### config.mk
export PLATFORM = sky130hd
export DESIGN_NAME = uart_irq_ctrl
export DESIGN_NICKNAME = d
export VERILOG_FILES = /design/src/rtl/uic_pkg.sv /design/src/rtl/uic_levels.sv /design/src/rtl/uic_timeout.sv /design/src/rtl/uic_pending.sv /design/src/rtl/uart_irq_ctrl.sv
export SDC_FILE = /design/constraint.sdc
export NUM_CORES = 1
export LEC_CHECK = 0
export ABC_AREA = 0
export BUFFER_PORTS_ARGS = -buffer_cell sky130_fd_sc_hd__buf_2
export CAP_MARGIN = 10
export CELL_PAD_IN_SITES_DETAIL_PLACEMENT = 0
export CELL_PAD_IN_SITES_GLOBAL_PLACEMENT = 1
export CORE_MARGIN = 2
export CORE_UTILIZATION = 32
export DETAILED_ROUTE_END_ITERATION = 7
export GPL_TIMING_DRIVEN = 0
export HOLD_SLACK_MARGIN = 0.02
export PLACE_DENSITY = 0.83
export SYNTH_ARGS = -nofsm -noshare
export SYNTH_HDL_FRONTEND = slang
export SYNTH_SLANG_ARGS = --single-unit
export TNS_END_PERCENT = 30
### constraint.sdc
create_clock -name clk -period 2.4 [get_ports clk]
set_input_delay 0 -clock clk [delete_from_list [all_inputs] [get_ports clk]]
set_output_delay 0 -clock clk [all_outputs]
set_load 0.005 [all_outputs]
### src/rtl/uic_pkg.sv
package uic_pkg;
  localparam int SRC_N     = 4;
  localparam int SRC_RX    = 0;
  localparam int SRC_ERR   = 1;
  localparam int SRC_TX    = 2;
  localparam int SRC_MODEM = 3;

  // Trigger-level scale factor chosen by channel number
  function automatic int unsigned chan_mult(input int unsigned ch);
    case (ch)
      0:       return 32;
      1, 4:    return 8;
      2, 3:    return 2;
      default: return 0;
    endcase
  endfunction
endpackage

### src/rtl/uic_levels.sv
module uic_levels #(
  parameter int          CNT_W   = 8,
  parameter int          TRIG_W  = 3,
  parameter int unsigned CHANNEL = 0
) (
  input  logic [TRIG_W-1:0] tx_trig,
  input  logic [TRIG_W-1:0] rx_trig,
  input  logic [CNT_W-1:0]  tx_count,
  input  logic [CNT_W-1:0]  rx_count,
  input  logic              tout_en,
  output logic              tx_hit,
  output logic              rx_hit
);
  localparam int unsigned MULT  = uic_pkg::chan_mult(CHANNEL);
  localparam int          LVL_W = (TRIG_W + 7 > CNT_W) ? TRIG_W + 7 : CNT_W + 1;

  logic [LVL_W-1:0] tx_lvl, rx_lvl;

  generate
    if (MULT == 0) begin : g_nomult
      assign tx_lvl = '0;
      assign rx_lvl = '0;
    end else begin : g_mult
      localparam logic [LVL_W-1:0] MULT_V = LVL_W'(MULT);
      assign tx_lvl = LVL_W'(tx_trig) * MULT_V;
      assign rx_lvl = (LVL_W'(rx_trig) + LVL_W'(1)) * MULT_V;
    end
  endgenerate

  always_comb begin
    tx_hit = LVL_W'(tx_count) <= tx_lvl;
    rx_hit = (LVL_W'(rx_count) >= rx_lvl) || ((rx_count != '0) && !tout_en);
  end
endmodule

### src/rtl/uic_timeout.sv
module uic_timeout #(
  parameter int LEN_W = 4,
  parameter int BPC_W = 4
) (
  input  logic             clk,
  input  logic             rst_n,
  input  logic             enable,
  input  logic             push,
  input  logic             cancel,
  input  logic             tick,
  input  logic [LEN_W-1:0] len,
  input  logic [BPC_W-1:0] char_bits,
  output logic             fire
);
  localparam int CW = LEN_W + BPC_W;

  logic [CW-1:0] cnt, load;
  logic          run;

  assign load = CW'(len) * CW'(char_bits);
  assign fire = run && (cnt == '0) && !cancel && enable && !push;

  always_ff @(posedge clk) begin
    if (!rst_n) begin
      run <= 1'b0;
      cnt <= '0;
    end else if (cancel || !enable) begin
      run <= 1'b0;
    end else if (push) begin
      cnt <= load;
      run <= 1'b1;
    end else if (run) begin
      if (cnt == '0) run <= 1'b0;
      else if (tick) cnt <= cnt - 1'b1;
    end
  end

  a_r11_cancel_stops: assert property (@(posedge clk) disable iff (!rst_n)
    cancel |=> !run);
  a_r9_reload: assert property (@(posedge clk) disable iff (!rst_n)
    (push && enable && !cancel) |=> (run && cnt == $past(load)));
  a_r9_single_fire: assert property (@(posedge clk) disable iff (!rst_n)
    fire |=> !fire);
endmodule

### src/rtl/uic_pending.sv
module uic_pending #(
  parameter int N = 4
) (
  input  logic         clk,
  input  logic         rst_n,
  input  logic [N-1:0] set_req,
  input  logic         wr_pend,
  input  logic         wr_src,
  input  logic         wr_mask,
  input  logic [N-1:0] wr_data,
  output logic [N-1:0] src_q,
  output logic [N-1:0] mask_q,
  output logic [N-1:0] pend_q
);
  logic [N-1:0] clr, src_d, mask_d, pend_d;
  logic         eval;

  always_comb begin
    clr    = (wr_pend || wr_src) ? wr_data : '0;
    src_d  = (src_q & ~clr) | set_req;
    mask_d = wr_mask ? wr_data : mask_q;
    eval   = (|set_req) || wr_mask || wr_pend;
    pend_d = eval ? (src_d & ~mask_d) : pend_q;
  end

  always_ff @(posedge clk) begin
    if (!rst_n) begin
      src_q  <= '0;
      mask_q <= '0;
      pend_q <= '0;
    end else begin
      src_q  <= src_d;
      mask_q <= mask_d;
      pend_q <= pend_d;
    end
  end

  a_r2_masked_clear: assert property (@(posedge clk) disable iff (!rst_n)
    (pend_q & mask_q) == '0);
  a_r3_pend_clears_src: assert property (@(posedge clk) disable iff (!rst_n)
    (wr_pend && (set_req & wr_data) == '0) |=> (src_q & $past(wr_data)) == '0);
  a_r4_src_write_holds_pend: assert property (@(posedge clk) disable iff (!rst_n)
    (wr_src && !wr_mask && !wr_pend && set_req == '0) |=> pend_q == $past(pend_q));
endmodule

### src/rtl/uart_irq_ctrl.sv
module uart_irq_ctrl #(
  parameter int          CNT_W   = 8,
  parameter int          TRIG_W  = 3,
  parameter int          LEN_W   = 4,
  parameter int          BPC_W   = 4,
  parameter int unsigned CHANNEL = 0
) (
  input  logic              clk,
  input  logic              rst_n,
  input  logic              fifo_en,
  input  logic [TRIG_W-1:0] tx_trig,
  input  logic [TRIG_W-1:0] rx_trig,
  input  logic              tout_en,
  input  logic [LEN_W-1:0]  tout_len,
  input  logic              tout_force,
  input  logic [CNT_W-1:0]  tx_count,
  input  logic [CNT_W-1:0]  rx_count,
  input  logic              hold_ready,
  input  logic              rx_push,
  input  logic              err_evt,
  input  logic              modem_evt,
  input  logic              bit_tick,
  input  logic [BPC_W-1:0]  char_bits,
  input  logic              wr_pend,
  input  logic              wr_src,
  input  logic              wr_mask,
  input  logic              wr_stat,
  input  logic [3:0]        wr_data,
  output logic [3:0]        src_q,
  output logic [3:0]        mask_q,
  output logic [3:0]        pend_q,
  output logic              tout_flag,
  output logic              irq
);
  import uic_pkg::*;

  logic tx_hit, rx_hit, fire, fire_eff, rx_ready, cancel;
  logic [SRC_N-1:0] set_req;

  uic_levels #(.CNT_W(CNT_W), .TRIG_W(TRIG_W), .CHANNEL(CHANNEL)) u_levels (
    .tx_trig(tx_trig), .rx_trig(rx_trig), .tx_count(tx_count),
    .rx_count(rx_count), .tout_en(tout_en), .tx_hit(tx_hit), .rx_hit(rx_hit)
  );

  assign cancel = fifo_en && rx_hit;

  uic_timeout #(.LEN_W(LEN_W), .BPC_W(BPC_W)) u_timeout (
    .clk(clk), .rst_n(rst_n), .enable(fifo_en && tout_en), .push(rx_push),
    .cancel(cancel), .tick(bit_tick), .len(tout_len), .char_bits(char_bits),
    .fire(fire)
  );

  assign rx_ready = fifo_en ? (rx_count != '0) : hold_ready;
  assign fire_eff = fire && (rx_ready || tout_force);

  always_comb begin
    set_req            = '0;
    set_req[SRC_RX]    = (fifo_en ? rx_hit : hold_ready) || fire_eff;
    set_req[SRC_TX]    = fifo_en && tx_hit;
    set_req[SRC_ERR]   = err_evt;
    set_req[SRC_MODEM] = modem_evt;
  end

  uic_pending #(.N(SRC_N)) u_pending (
    .clk(clk), .rst_n(rst_n), .set_req(set_req), .wr_pend(wr_pend),
    .wr_src(wr_src), .wr_mask(wr_mask), .wr_data(wr_data),
    .src_q(src_q), .mask_q(mask_q), .pend_q(pend_q)
  );

  always_ff @(posedge clk) begin
    if (!rst_n)                      tout_flag <= 1'b0;
    else if (fire_eff)               tout_flag <= 1'b1;
    else if (wr_stat && wr_data[3])  tout_flag <= 1'b0;
  end

  assign irq = |pend_q;

  a_r12_flag_clear: assert property (@(posedge clk) disable iff (!rst_n)
    (wr_stat && wr_data[3] && !fire_eff) |=> !tout_flag);
  a_r10_flag_with_rx: assert property (@(posedge clk) disable iff (!rst_n)
    $rose(tout_flag) |-> src_q[SRC_RX]);
  a_r14_err_sets: assert property (@(posedge clk) disable iff (!rst_n)
    err_evt |=> src_q[SRC_ERR]);
  a_r14_modem_sets: assert property (@(posedge clk) disable iff (!rst_n)
    modem_evt |=> src_q[SRC_MODEM]);
endmodule

==> impl_metrics.py <==
metrics = {
    "detailed_routing": {
        "wl_um": 4250,
        "vias": 1792,
        "first_pass_iters": 4,
        "drc": 0,
        "drtIter0Drc": 41,
        "wire_per_inst_um": 11.8,
        "final_antenna_net_count": 0,
        "via_per_inst": 4.96,
    },
    "timing": {
        "clock.fmax_mhz": 438,
        "timing.hold.ws_ps": 23.9,
        "setup_viol": 0,
        "period_share_pct": 95.1,
        "finalHoldViolations": 0,
        "finClkSkew_ps": 1.07,
        "maxSlewHeadroom_pct": 59.3,
        "final.min_clock_period_ps": 2280,
        "drv_slew": 0,
        "worstMarginPinSlew_ps": 605,
    },
    "yosys": {
        "synthTopCellsByCount": "27 x nand2_1, 22 x dfxtp_1, 20 x ha_1, 19 x nor2_1, 17 x inv_1",
        "synth_async_sr_flop_share_pct": 0,
        "synth_top_flop_cell": "dfxtp_1",
        "avgSynthCellArea_um2": 8.12,
        "synth-warning-count": 0,
        "synth_top_area_cell": "dfxtp_1",
        "syn_inst": 221,
        "synth_top_area_share_pct": 24.5,
        "synth.most_common_cell": "nand2_1",
        "synth_edf_count": 0,
        "syn_area_um2": 1790,
        "synth_cell_type_count": 49,
        "ys_seq_area_share_pct": 24.5,
        "synthTopCellsByArea": "dfxtp_1 25%, ha_1 14%, nand2_1 5.6%",
        "postSynthNetCount": 293,
        "synth_seq_cells": 22,
    },
    "die": {
        "die_area_um2": 6220,
        "pin_count": 62,
        "die_x_um": 78.9,
        "die_h_um": 78.9,
        "start_util_pct": 32.8,
        "rows": 27,
        "core_um2": 5470,
    },
    "layout": {
        "layout-drive-gt1-share_pct": 27.7,
        "final_cell_area_um2": 2310,
        "syn_to_final_growth_pct": 29.0,
        "fin_nets": 362,
        "fill_cells": 586,
        "diodes": 0,
    },
    "hold_path": {
        "hp-class": "primary input to flop",
        "holdPathStages": 3,
    },
    "global_route": {
        "grt-ovfl-total": 0,
        "grt_antenna_before_repair": 0,
        "grt_start_max_net_pins": 13,
        "grt_pass1_wl_um": 7310,
        "grt_usage_pct": 14.0,
        "grt_pass1_vias": 1746,
    },
    "pwr": {
        "powerDensity_nw_per_um2": 432,
        "vdd_drop_max_mv": 0.457,
        "power.leakage_nw": 1.11,
        "clock_power_share_pct": 26.4,
        "seqPwrFrac_pct": 39.9,
        "p_sw_w": 0.000307,
        "p_comb_share_pct": 33.6,
        "p_sw_share_pct": 30.7,
        "p_int_w": 0.000693,
    },
    "clock_tree": {
        "cts_tree": "yes",
        "cts_buffers": 3,
        "ctsHtreeMaxLevel": 1,
        "root_buffer": "clkbuf_8",
        "clockBufferDepth": 2,
        "clock_latency_ps": 260,
        "path_clk_slew_ps": 80,
        "clock_sinks": 22,
    },
    "critical_path": {
        "path_max_fanout": 4,
        "worst_ep_arrival_time_ps": 2480,
        "r2r_setup_slack_ps": 290,
        "cp-start-kind": "primary input",
        "reg2reg_depth": 7,
        "critPathKind": "primary input to flop",
        "path_cells": "buf_2 -> nand2_2 -> fa_1 -> fa_1 -> inv_1 -> fa_2 -> a21o_1 -> a21oi_2 -> xnor2_1 -> a22o_1 -> nand2_1 -> a21boi_1",
        "endpoint_kind": "flop",
        "crit_slowest_cell": "fa_1",
        "cp_slowest_stage_delay_ps": 530,
        "cp_common_cell": "fa_1",
        "cp.required_ps": 2600,
    },
    "placement": {
        "gp_congestion": 0.739,
        "dp_hpwl_um": 3440,
        "io_buffers": 59,
        "placed_area_um2": 2180,
    },
    "run_status": {
        "status": "finished, final reports clean",
    },
    "flow_run": {
        "max_cap_viol_count": 0,
    },
}
## power by group through the flow
stage | combinational [W] | sequential, W | clock (W)
after detailed placement | 0.000318 | 0.000407 | 0
final | 0.000336 | 0.000400 | 0.000265
after global placement | 0.000314 | 0.000408 | 0
after floorplan | 0.000208 | 0.000407 | 0
after CTS | 0.000329 | 0.000399 | 0.000276
after global routing | 0.000385 | 0.000403 | 0.000286
## worst paths after layout
kind,startpoint,to
max reg2reg,u_timeout.cnt[1],u_pending.pend_q[3]
min,wr_data[1],u_pending.mask_q[1]
max,char_bits[1],u_timeout.cnt[6]
min reg2reg,tout_flag,tout_flag
## logic make-up after synthesis
logic type	share of synthesized area (%)
compound gates	20.7
simple gates	24.3
xor+xnor	1.95
buf+inv	5.65
flops	24.5
mux	4.46
fa+ha+maj	18.4
## critical path: cells and delay by family
kind                       cells  cell delay, ps
adders and majority gates      3            1410
AOI/OAI and AO/OA              4             600
buffers and inverters          2             200
xor gates and xnor gates       1             150
and+or+nand+nor                2             130
## layout by cell type, fill, tap and decap left out, types with 3 or more instances in the layout
| cell type | synthesis | layout |
|---|---|---|
| or3_1 | 4 | 4 |
| and2_1 | 11 | 11 |
| dfxtp_1 | 22 | 22 |
| a21oi_1 | 9 | 7 |
| mux2i_1 | 8 | 8 |
| clkbuf_8 | 0 | 4 |
| nor2_1 | 19 | 19 |
| a21boi_1 | 5 | 5 |
| fa_1 | 4 | 3 |
| nor2b_1 | 3 | 3 |
| buf_2 | 0 | 59 |
| o21ai_0 | 16 | 15 |
| nand2b_1 | 4 | 4 |
| ha_1 | 20 | 20 |
| a21oi_2 | 1 | 3 |
| inv_1 | 17 | 17 |
| nor4_1 | 4 | 3 |
| clkbuf_1 | 4 | 4 |
| dlygate4sd3_1 | 0 | 4 |
| nand2_1 | 27 | 26 |
| xnor2_1 | 3 | 3 |
## metal layers
| metal | GRT usage [%] | up-vias | share of wire [%] |
|---|---|---|---|
| met5 | 0 | - | 0 |
| met4 | 1.72 | 0 | 0.59 |
| met3 | 2.84 | 4 | 6.3 |
| met2 | 25.1 | 55 | 47 |
| met1 | 17.9 | 826 | 46 |
| li1 | - | 907 | - |
## layout make-up
type	instances	area, um2	area share [%]
clock buffer	4	55.1	2.38
timing repair buffer	64	343	14.8
buffer	6	33.8	1.46
inverter	18	67.6	2.92
multi-input combinational	175	1280	55.5
tap	72	90.1	3.89
sequential	22	440	19.0
## through the flow
stage | setup TNS (ps) | total power (W) | utilization (%) | worst slack [ps] | cells
CTS | 0 | 0.00100 | 41.7 | 52.0 | 360
detailed placement | -850 | 0.000725 | 39.9 | -283 | 352
global route | -4.15 | 0.00107 | 42.3 | -4.15 | 361
finish | 0 | 0.00100 | 42.3 | 117 | 361
global placement | -709 | 0.000722 | 39.9 | -245 | 352
floorplan | 0 | 0.000615 | - | 24.0 | 221
## sequential cells by signal, summed over array words and instances (netlist names)
name and flops:
u_timeout.run 1, u_pending.mask_q 4, u_timeout.cnt 8, tout_flag 1
u_pending.src_q 4, u_pending.pend_q 4
## timing repair
| item | CTS | global route |
|---|---|---|
| setup endpoints to repair | 2 | 7 |
| pin swaps | 2 | 8 |
| hold buffers | 4 | 0 |
| buffers inserted | 0 | 1 |
| hold endpoints to repair | 4 | 0 |
| gates resized for setup | 2 | 5 |
(Power assumes the default switching activity.)
